<file path="src/rtl/spi_fifo_pkg.sv">
package spi_fifo_pkg;

   typedef struct packed {
      logic tx_space;
      logic rx_avail;
      logic rx_need;
      logic rx_full;
      logic done;
   } fifo_status_t;

   localparam fifo_status_t STATUS_RESET = '{tx_space: 1'b1, rx_avail: 1'b0,
                                             rx_need: 1'b0, rx_full: 1'b0,
                                             done: 1'b1};

endpackage

</file>
<file path="src/rtl/spi_byte_fifo.sv">
module spi_byte_fifo #(
   parameter int DEPTH = 64,
   parameter int WIDTH = 8,
   localparam int CW = $clog2(DEPTH + 1),
   localparam int AW = (DEPTH > 1) ? $clog2(DEPTH) : 1
) (
   input  logic             clk,
   input  logic             rst_n,
   input  logic             clr,
   input  logic             push,
   input  logic [WIDTH-1:0] wdata,
   input  logic             pop,
   output logic [WIDTH-1:0] rdata,
   output logic [CW-1:0]    level_nxt
);

   localparam logic [CW-1:0] FULL_LVL = CW'(DEPTH);

   generate
      if (DEPTH < 2) begin : g_bad_depth
         $error("spi_byte_fifo: DEPTH must be at least 2");
      end
      if (WIDTH < 1) begin : g_bad_width
         $error("spi_byte_fifo: WIDTH must be at least 1");
      end
   endgenerate

   logic [WIDTH-1:0] mem [DEPTH];
   logic [AW-1:0]    wr_ptr, rd_ptr, wr_ptr_inc, rd_ptr_inc;
   logic [CW-1:0]    level;
   logic             wr_ok, rd_ok;

   assign wr_ok = push && !clr && (level != FULL_LVL);
   assign rd_ok = pop  && !clr && (level != '0);

   // Pointer wrap: free-running for power-of-two depths, compared otherwise
   generate
      if ((DEPTH & (DEPTH - 1)) == 0) begin : g_wrap_pow2
         assign wr_ptr_inc = wr_ptr + 1'b1;
         assign rd_ptr_inc = rd_ptr + 1'b1;
      end else begin : g_wrap_cmp
         assign wr_ptr_inc = (wr_ptr == AW'(DEPTH - 1)) ? '0 : wr_ptr + 1'b1;
         assign rd_ptr_inc = (rd_ptr == AW'(DEPTH - 1)) ? '0 : rd_ptr + 1'b1;
      end
   endgenerate

   always_comb begin
      if (clr) level_nxt = '0;
      else     level_nxt = level + CW'(wr_ok) - CW'(rd_ok);
   end

   always_ff @(posedge clk or negedge rst_n) begin
      if (!rst_n) begin
         wr_ptr <= '0;
         rd_ptr <= '0;
         level  <= '0;
      end else begin
         level <= level_nxt;
         if (clr) begin
            wr_ptr <= '0;
            rd_ptr <= '0;
         end else begin
            if (wr_ok) wr_ptr <= wr_ptr_inc;
            if (rd_ok) rd_ptr <= rd_ptr_inc;
         end
      end
   end

   always_ff @(posedge clk) begin
      if (wr_ok) mem[wr_ptr] <= wdata;
   end

   assign rdata = mem[rd_ptr];

   // level never exceeds capacity
   p_no_overflow_r1: assert property (@(posedge clk) disable iff (!rst_n)
      level <= FULL_LVL);
   // a clear strobe always leaves an empty queue
   p_clear_empties_r8: assert property (@(posedge clk) disable iff (!rst_n)
      clr |=> (level == '0));
   // push into a full queue is dropped
   p_full_push_drop_r9: assert property (@(posedge clk) disable iff (!rst_n)
      (level == FULL_LVL && push && !pop && !clr) |=> (level == FULL_LVL));
   // pop from an empty queue is ignored
   p_empty_pop_drop_r9: assert property (@(posedge clk) disable iff (!rst_n)
      (level == '0 && pop && !push && !clr) |=> (level == '0));

endmodule

</file>
<file path="src/rtl/spi_fifo_flags.sv">
module spi_fifo_flags
   import spi_fifo_pkg::*;
#(
   parameter int DEPTH       = 64,
   parameter int RX_NEED_LVL = 48,
   localparam int CW = $clog2(DEPTH + 1)
) (
   input  logic         clk,
   input  logic         rst_n,
   input  logic [CW-1:0] tx_lvl_nxt,
   input  logic [CW-1:0] rx_lvl_nxt,
   input  logic         eng_busy,
   output fifo_status_t st
);

   generate
      if (RX_NEED_LVL < 1 || RX_NEED_LVL > DEPTH) begin : g_bad_lvl
         $error("spi_fifo_flags: RX_NEED_LVL must lie in 1..DEPTH");
      end
   endgenerate

   localparam logic [CW-1:0] FULL_LVL = CW'(DEPTH);
   localparam logic [CW-1:0] NEED_LVL = CW'(RX_NEED_LVL);

   fifo_status_t st_nxt;

   always_comb begin
      st_nxt.tx_space = (tx_lvl_nxt != FULL_LVL);
      st_nxt.rx_avail = (rx_lvl_nxt != '0);
      st_nxt.rx_need  = (rx_lvl_nxt >= NEED_LVL);
      st_nxt.rx_full  = (rx_lvl_nxt == FULL_LVL);
      st_nxt.done     = (tx_lvl_nxt == '0) && !eng_busy;
   end

   always_ff @(posedge clk or negedge rst_n) begin
      if (!rst_n) st <= STATUS_RESET;
      else        st <= st_nxt;
   end

   // a full receive queue always reports the service level
   p_full_has_need_r5: assert property (@(posedge clk) disable iff (!rst_n)
      st.rx_full |-> st.rx_need);
   // done means an empty transmit queue, so space is available
   p_done_has_space_r6: assert property (@(posedge clk) disable iff (!rst_n)
      st.done |-> st.tx_space);
   // service level implies data present
   p_need_has_data_r4: assert property (@(posedge clk) disable iff (!rst_n)
      st.rx_need |-> st.rx_avail);

endmodule

</file>
<file path="src/rtl/spi_irq_gen.sv">
module spi_irq_gen #(
   parameter bit IRQ_REG = 1'b0
) (
   input  logic clk,
   input  logic rst_n,
   input  logic done,
   input  logic rx_need,
   input  logic en_done,
   input  logic en_rx,
   output logic irq
);

   logic irq_raw;
   assign irq_raw = (done && en_done) || (rx_need && en_rx);

   generate
      if (IRQ_REG) begin : g_irq_reg
         always_ff @(posedge clk or negedge rst_n) begin
            if (!rst_n) irq <= 1'b0;
            else        irq <= irq_raw;
         end
      end else begin : g_irq_comb
         assign irq = irq_raw;
      end
   endgenerate

endmodule

</file>
<file path="src/rtl/spi_fifo_status.sv">
module spi_fifo_status
   import spi_fifo_pkg::*;
#(
   parameter int DEPTH   = 64,
   parameter int WIDTH   = 8,
   parameter bit IRQ_REG = 1'b0
) (
   input  logic             clk,
   input  logic             rst_n,
   input  logic             cpu_tx_push,
   input  logic [WIDTH-1:0] cpu_tx_data,
   input  logic             cpu_rx_pop,
   output logic [WIDTH-1:0] cpu_rx_data,
   input  logic             eng_tx_pop,
   output logic [WIDTH-1:0] eng_tx_data,
   input  logic             eng_rx_push,
   input  logic [WIDTH-1:0] eng_rx_data,
   input  logic             eng_busy,
   input  logic             clr_tx,
   input  logic             clr_rx,
   input  logic             irq_done_en,
   input  logic             irq_rx_en,
   output logic             st_tx_space,
   output logic             st_rx_avail,
   output logic             st_rx_need,
   output logic             st_rx_full,
   output logic             st_done,
   output logic             irq
);

   localparam int CW          = $clog2(DEPTH + 1);
   localparam int RX_NEED_LVL = (DEPTH * 3) / 4;

   generate
      if (DEPTH < 4) begin : g_bad_depth
         $error("spi_fifo_status: DEPTH must be at least 4");
      end
   endgenerate

   logic [CW-1:0] tx_lvl_nxt, rx_lvl_nxt;
   fifo_status_t  st;

   spi_byte_fifo #(.DEPTH(DEPTH), .WIDTH(WIDTH)) u_tx_fifo (
      .clk       (clk),
      .rst_n     (rst_n),
      .clr       (clr_tx),
      .push      (cpu_tx_push),
      .wdata     (cpu_tx_data),
      .pop       (eng_tx_pop),
      .rdata     (eng_tx_data),
      .level_nxt (tx_lvl_nxt)
   );

   spi_byte_fifo #(.DEPTH(DEPTH), .WIDTH(WIDTH)) u_rx_fifo (
      .clk       (clk),
      .rst_n     (rst_n),
      .clr       (clr_rx),
      .push      (eng_rx_push),
      .wdata     (eng_rx_data),
      .pop       (cpu_rx_pop),
      .rdata     (cpu_rx_data),
      .level_nxt (rx_lvl_nxt)
   );

   spi_fifo_flags #(.DEPTH(DEPTH), .RX_NEED_LVL(RX_NEED_LVL)) u_flags (
      .clk        (clk),
      .rst_n      (rst_n),
      .tx_lvl_nxt (tx_lvl_nxt),
      .rx_lvl_nxt (rx_lvl_nxt),
      .eng_busy   (eng_busy),
      .st         (st)
   );

   spi_irq_gen #(.IRQ_REG(IRQ_REG)) u_irq (
      .clk     (clk),
      .rst_n   (rst_n),
      .done    (st.done),
      .rx_need (st.rx_need),
      .en_done (irq_done_en),
      .en_rx   (irq_rx_en),
      .irq     (irq)
   );

   assign st_tx_space = st.tx_space;
   assign st_rx_avail = st.rx_avail;
   assign st_rx_need  = st.rx_need;
   assign st_rx_full  = st.rx_full;
   assign st_done     = st.done;

   generate
      if (!IRQ_REG) begin : g_irq_checks
         // interrupt silent when no enabled source is active
         p_irq_quiet_r7: assert property (@(posedge clk) disable iff (!rst_n)
            !((st.done && irq_done_en) || (st.rx_need && irq_rx_en)) |-> !irq);
         // an enabled active source drives the line
         p_irq_source_r7: assert property (@(posedge clk) disable iff (!rst_n)
            ((st.done && irq_done_en) || (st.rx_need && irq_rx_en)) |-> irq);
      end
   endgenerate

endmodule

</file>
<file path="config.mk">
export PLATFORM = sky130hd
export DESIGN_NAME = spi_fifo_status
export DESIGN_NICKNAME = d
export VERILOG_FILES = /design/src/rtl/spi_fifo_pkg.sv /design/src/rtl/spi_byte_fifo.sv /design/src/rtl/spi_fifo_flags.sv /design/src/rtl/spi_irq_gen.sv /design/src/rtl/spi_fifo_status.sv
export SDC_FILE = /design/constraint.sdc
export NUM_CORES = 1
export LEC_CHECK = 0
export ABC_AREA = 1
export BUFFER_PORTS_ARGS = -buffer_cell sky130_fd_sc_hd__buf_4
export CAP_MARGIN = 20
export CORE_MARGIN = 2
export CORE_UTILIZATION = 40
export CTS_CLUSTER_DIAMETER = 40
export DETAILED_ROUTE_END_ITERATION = 10
export MAX_ROUTING_LAYER = met4
export SLEW_MARGIN = 5
export SYNTH_ARGS = -nofsm -noshare
export SYNTH_HDL_FRONTEND = slang
export SYNTH_HIERARCHICAL = 1
export SYNTH_SLANG_ARGS = --single-unit
</file>
<file path="constraint.sdc">
create_clock -name clk -period 6.7 [get_ports clk]
set_clock_uncertainty 0.2 [all_clocks]
set_input_delay 0.67 -clock clk [delete_from_list [all_inputs] [get_ports clk]]
set_output_delay 0.67 -clock clk [all_outputs]
set_load 0.005 [all_outputs]
</file>
# After elaboration in Yosys (flattened, before gate mapping)
# Memories as Yosys holds them, arrays and structs flattened.
# Index checks and enable logic that the tools add are counted.
# totals
out_inout_bits	22
ramBits	1024
reg_bits	43
n_memories	2
inputBits	27
# op_classes
order_cmp	1
n_reduce_logical	23
eq_ne	4
n_addsub	8
n_mux	14
# mem_list
memory	depth	word_bits	rd	rd_clocked_by_memory_dff	write_ports	line	text
u_rx_fifo.mem	64	8	1	0	1	spi_byte_fifo.sv:28	logic [WIDTH-1:0] mem [DEPTH];
u_tx_fifo.mem	64	8	1	0	1	spi_byte_fifo.sv:28	
# ops
cell	n
2-to-1 mux 6 bit	8
adder 6 x 1 -> 6 bit (second input constant)	4
!= test 7 bit (second input constant)	3
nonzero test 7 bit	3
adder 7 x 1 -> 7 bit	2
2-to-1 mux 7 bit	2
subtractor 7 x 1 -> 7 bit	2
logical AND 1 bit	11
nonzero test 2 bit	4
== test 7 bit (second input constant)	1
greater-or-equal comparator 7 x 6 -> 1 bit (second input constant)	1
logical NOT 7 bit	1
2-to-1 mux 1 bit	4
logical NOT 1 bit	3
logical OR 1 bit	1

# Depth between registers and ports, before layout
# depth
word_depth	8
ltp_mapped	22

# Hierarchy
# The synthesis kept the hierarchy.
# modules_own_cells
module	cells_each	seq_area_each_um2	area_each_um2	instances
spi_byte_fifo (u_rx_fifo)	1946	15850.2	22019.9	1
spi_byte_fifo (u_tx_fifo)	1946	15850.2	21946.0	1
spi_fifo_flags	43	127.6	275.3	1
spi_irq_gen	3	0.0	11.3	1

# Least setup slack after synthesis
# No wires, ideal clock.
# synth_path
path_kind	register to register
startpoint	register u_tx_fifo.level[2]
endpoint	register, netlist name u_flags/st[4]
required_ns	6.440
n_path_buf	0
stages_incl_launch_ff	22
t_arrival_ns	2.655
setup_slack_ns	3.785
path_cell_list	dfrtp_1 > inv_1 > ha_1 > nand2_1 > nor2_1 > nand3b_1 > nand3_1 > inv_1 > ha_1 > inv_1 > ha_1 > inv_1 > fa_1 > nor2_1 > o21ai_0 > nand2_1 > o21ai_0 > a21oi_1 > inv_1 > nand2_1 > nor2_1 > nand2_1
# synth_lines
item	line	text
from (decl)	spi_byte_fifo.sv:30	logic [CW-1:0] level;
from (signal assigned)	spi_byte_fifo.sv:58	level <= level_nxt;

# Final worst setup path
# layout_path
startpoint	register u_tx_fifo.rd_ptr[0]
endpoint	output eng_tx_data[3]
# layout_via
elab_chain_len	1
# layout_rtl
item	line	text
from (decl)	spi_byte_fifo.sv:29	logic [AW-1:0] wr_ptr, rd_ptr, wr_ptr_inc, rd_ptr_inc;
from (signal assigned)	spi_byte_fifo.sv:64	if (rd_ok) rd_ptr <= rd_ptr_inc;
memory (64 x 8 bit)	--	
to (decl)	spi_fifo_status.sv:15	output logic [WIDTH-1:0] eng_tx_data,
# Every way passes these cells.

==> impl_metrics.yaml <==
die:
  die_w_um: 337
  die-height_um: 337
  io_pins: 49
  std_cell_rows: 122
  core_area_mm2: 0.110
  die_area_mm2: 0.113
  start_util: 0.402
synth:
  synth.cell_area_mm2: 0.0443
  synth_area_leader_cell: "edfxtp_1"
  post-synth-top-area-fraction: 0.695
  ys_seq_area_frac: 0.719
  synth.distinct_cells: 31
  syn_inst: 3938
  ys_async_sr_fraction: 0.0403
  ys_ff_latch: 1067
  syn_avg_cell_area_um2: 11.2
  yosys_warnings: 6
  synthFlopType: "edfxtp_1"
  synth.area.top_cells: "edfxtp_1 (69%), nand2_1 (13%), nand3_1 (6.6%)"
  synth_edf_count: 1024
  syn_nets: 3989
timing:
  period_share: 0.763
  worstMarginPinSlew_ns: 1.18
  whs_ns: 0.252
  rsz0062_at_grt: "false"
  setup_violations: 0
  max_freq_ghz: 0.196
  fin_tns_setup_ns: 0
  post-route-min-period_ns: 5.11
  timing.slew.headroom: 0.214
  hold_viol: 0
  final_max_slew_viol_count: 0
power:
  p_per_area_mw_per_mm2: 364
  p_leak_nw: 18.7
  p_total_w: 0.0184
  ir_worst_vdd_mv: 0.256
placement:
  gp_congestion: 0.861
  place_hpwl_um: 63800
  port_buffers: 48
clock_tree:
  cts_tree: "done"
  post_cts_resized: 0
  clk_latency_ns: 0.75
  cts_buffer_depth: 3
  root_buffer: "clkbuf_16"
  cts_sinks: 1067
  cts_max_level: 4
  cts.reportedPaths.clkPinSlew_ns: 0.06
  cts-buffers-inserted: 144
  cts_hold_buf: 4
  post_cts_buffers: 0
grt:
  grt.total_usage: 0.209
  grt-ovfl-total: 0
  grt_max_degree: 219
  antenna_found_initial: 0
  grt_pass1_vias: 27842
  grt_first_pass_wirelength_um: 173000
worst_hold_path:
  hp-class: "in2reg"
  hold_path.startpoint: "cpu_rx_pop"
worst_setup_path:
  cp_max_fo: 173
  crit_chain: "inv_8 > buf_4 > nand2_1 > nand3_1 > nand3_1 > nand3_1 > nand3_1 > nand2_1 > nand2_1 > nand2_1 > buf_4"
  crit_required_ns: 5.83
  end_kind: "output port"
  slowest_delay_ns: 0.77
  rr_startpoint: "u_tx_fifo/level[2]"
  criticalPathCategory: "reg2out"
  startpoint_type: "flip-flop"
  crit_path_top_delay_cell: "dfrtp_4"
  crit_arrival_ns: 4.24
  crit_start: "u_tx_fifo/rd_ptr[0]"
detailed_routing:
  via_count: 29321
  wire_per_inst_um: 20.7
  routed_via_density: 5.28
  routed_wl_um: 115000
  drc_errors: 0
  drt_first_pass_iters: 8
  dr.first_iter.drc_count: 2596
  postRouteAntennaNets: 0
layout:
  nets: 4006
  final_common_cell: "nand2_1"
  drive_gt1_frac: 0.0834
  fin_util: 0.459
  final_cell_mix: "nand2_1 (1,568), edfxtp_1 (1,024), nand3_1 (582)"
  area_delta_synth_final_pct: 14.3
outcome:
  outcome: "finished, final reports clean"
flow_run:
  drv_cap: 0
==> layout make-up <==
type / instances / area (um2)
Inverter: 86 / 338
Clock inverter: 100 / 1170
Multi-Input combinational cell: 2579 / 11000
Sequential cell: 1067 / 31800
Timing Repair Buffer: 77 / 631
Fill cell: 10091 / 59600
Clock buffer: 156 / 3730
Tap cell: 1488 / 1860
Antenna cell: 2 / 5.00
==> worst max-delay path, delay by kind of cell, from the launching register on <==
kind / cells / cell delay, ns
simple gates: 8 / 0.92
buf+inv: 3 / 1.48
flops: 1 / 0.77
==> final timing paths <==
check / end / slack [ns] / cells after the start
max in group asynchronous: u_rx_fifo/rd_ptr[0] / 5.44 / 2
worst min register to register: u_rx_fifo/wr_ptr[4] / 0.41 / 2
worst max-delay path: eng_tx_data[3] / 1.59 / 11
worst min-delay path: u_rx_fifo/rd_ptr[4] / 0.25 / 3
min in group asynchronous: u_tx_fifo/wr_ptr[3] / 0.29 / 2
worst max register to register: u_tx_fifo/mem[43][5] / 2.95 / 9
==> Yosys cell counts (all sizes together) (5+ instances only) <==
master / instances
a21oi: 144
buf: 182
clkbuf: 24
clkinv: 5
dfrtp: 41
edfxtp: 1024
ha: 22
inv: 81
nand2: 1572
nand3: 582
nand4: 16
nor2: 186
nor3: 10
o21ai: 28
o22ai: 5
==> metal layers <==
metal / global-route usage / part of all wire / vias up
li1: - / - / 13634
met1: 0.281 / 0.43 / 14438
met2: 0.323 / 0.47 / 1043
met3: 0.0362 / 0.069 / 206
met4: 0.0658 / 0.025 / 0
met5: - / 0 / -
==> registers in the layout, indices dropped and copies added, names as in the netlist <==
signal and count:
u_rx_fifo/level 7, u_rx_fifo/mem 512, u_tx_fifo/wr_ptr 6, u_tx_fifo/mem 512
u_rx_fifo/rd_ptr 6, u_rx_fifo/wr_ptr 6, u_tx_fifo/rd_ptr 6, u_flags/st 5
u_tx_fifo/level 7
==> power by group <==
part           total [W]  switching, W  internal [W]  leakage, nW
sequential       0.00754      0.000141       0.00740         9.77
combinational    0.00314       0.00225      0.000891         6.59
clock            0.00775       0.00299       0.00475         2.38
total             0.0184       0.00539        0.0130         18.7
==> kinds of logic (layout without fill, tap and decap cells) <==
logic type	count (synthesis)	in the layout	synth area share
AND/OR/NAND/NOR	2370	2370	0.220
buffers and inverters	292	419	0.0323
flip-flops	1067	1067	0.719
AO/OA/AOI/OAI	178	178	0.0203
adder cells (fa/ha/maj)	24	24	0.00713
other	0	2	0
XOR/XNOR	7	7	0.00139
==> through the flow <==
stage,instance area [um2],setup slack (ns),instances
after floorplan,44300,3.78,3938
after global placement,45600,2.37,5291
after detailed placement,45600,2.37,5291
after CTS,50500,1.56,5551
after global routing,50600,1.42,5553
final,50600,1.59,5555
Power figures use the tool's default switching activity.
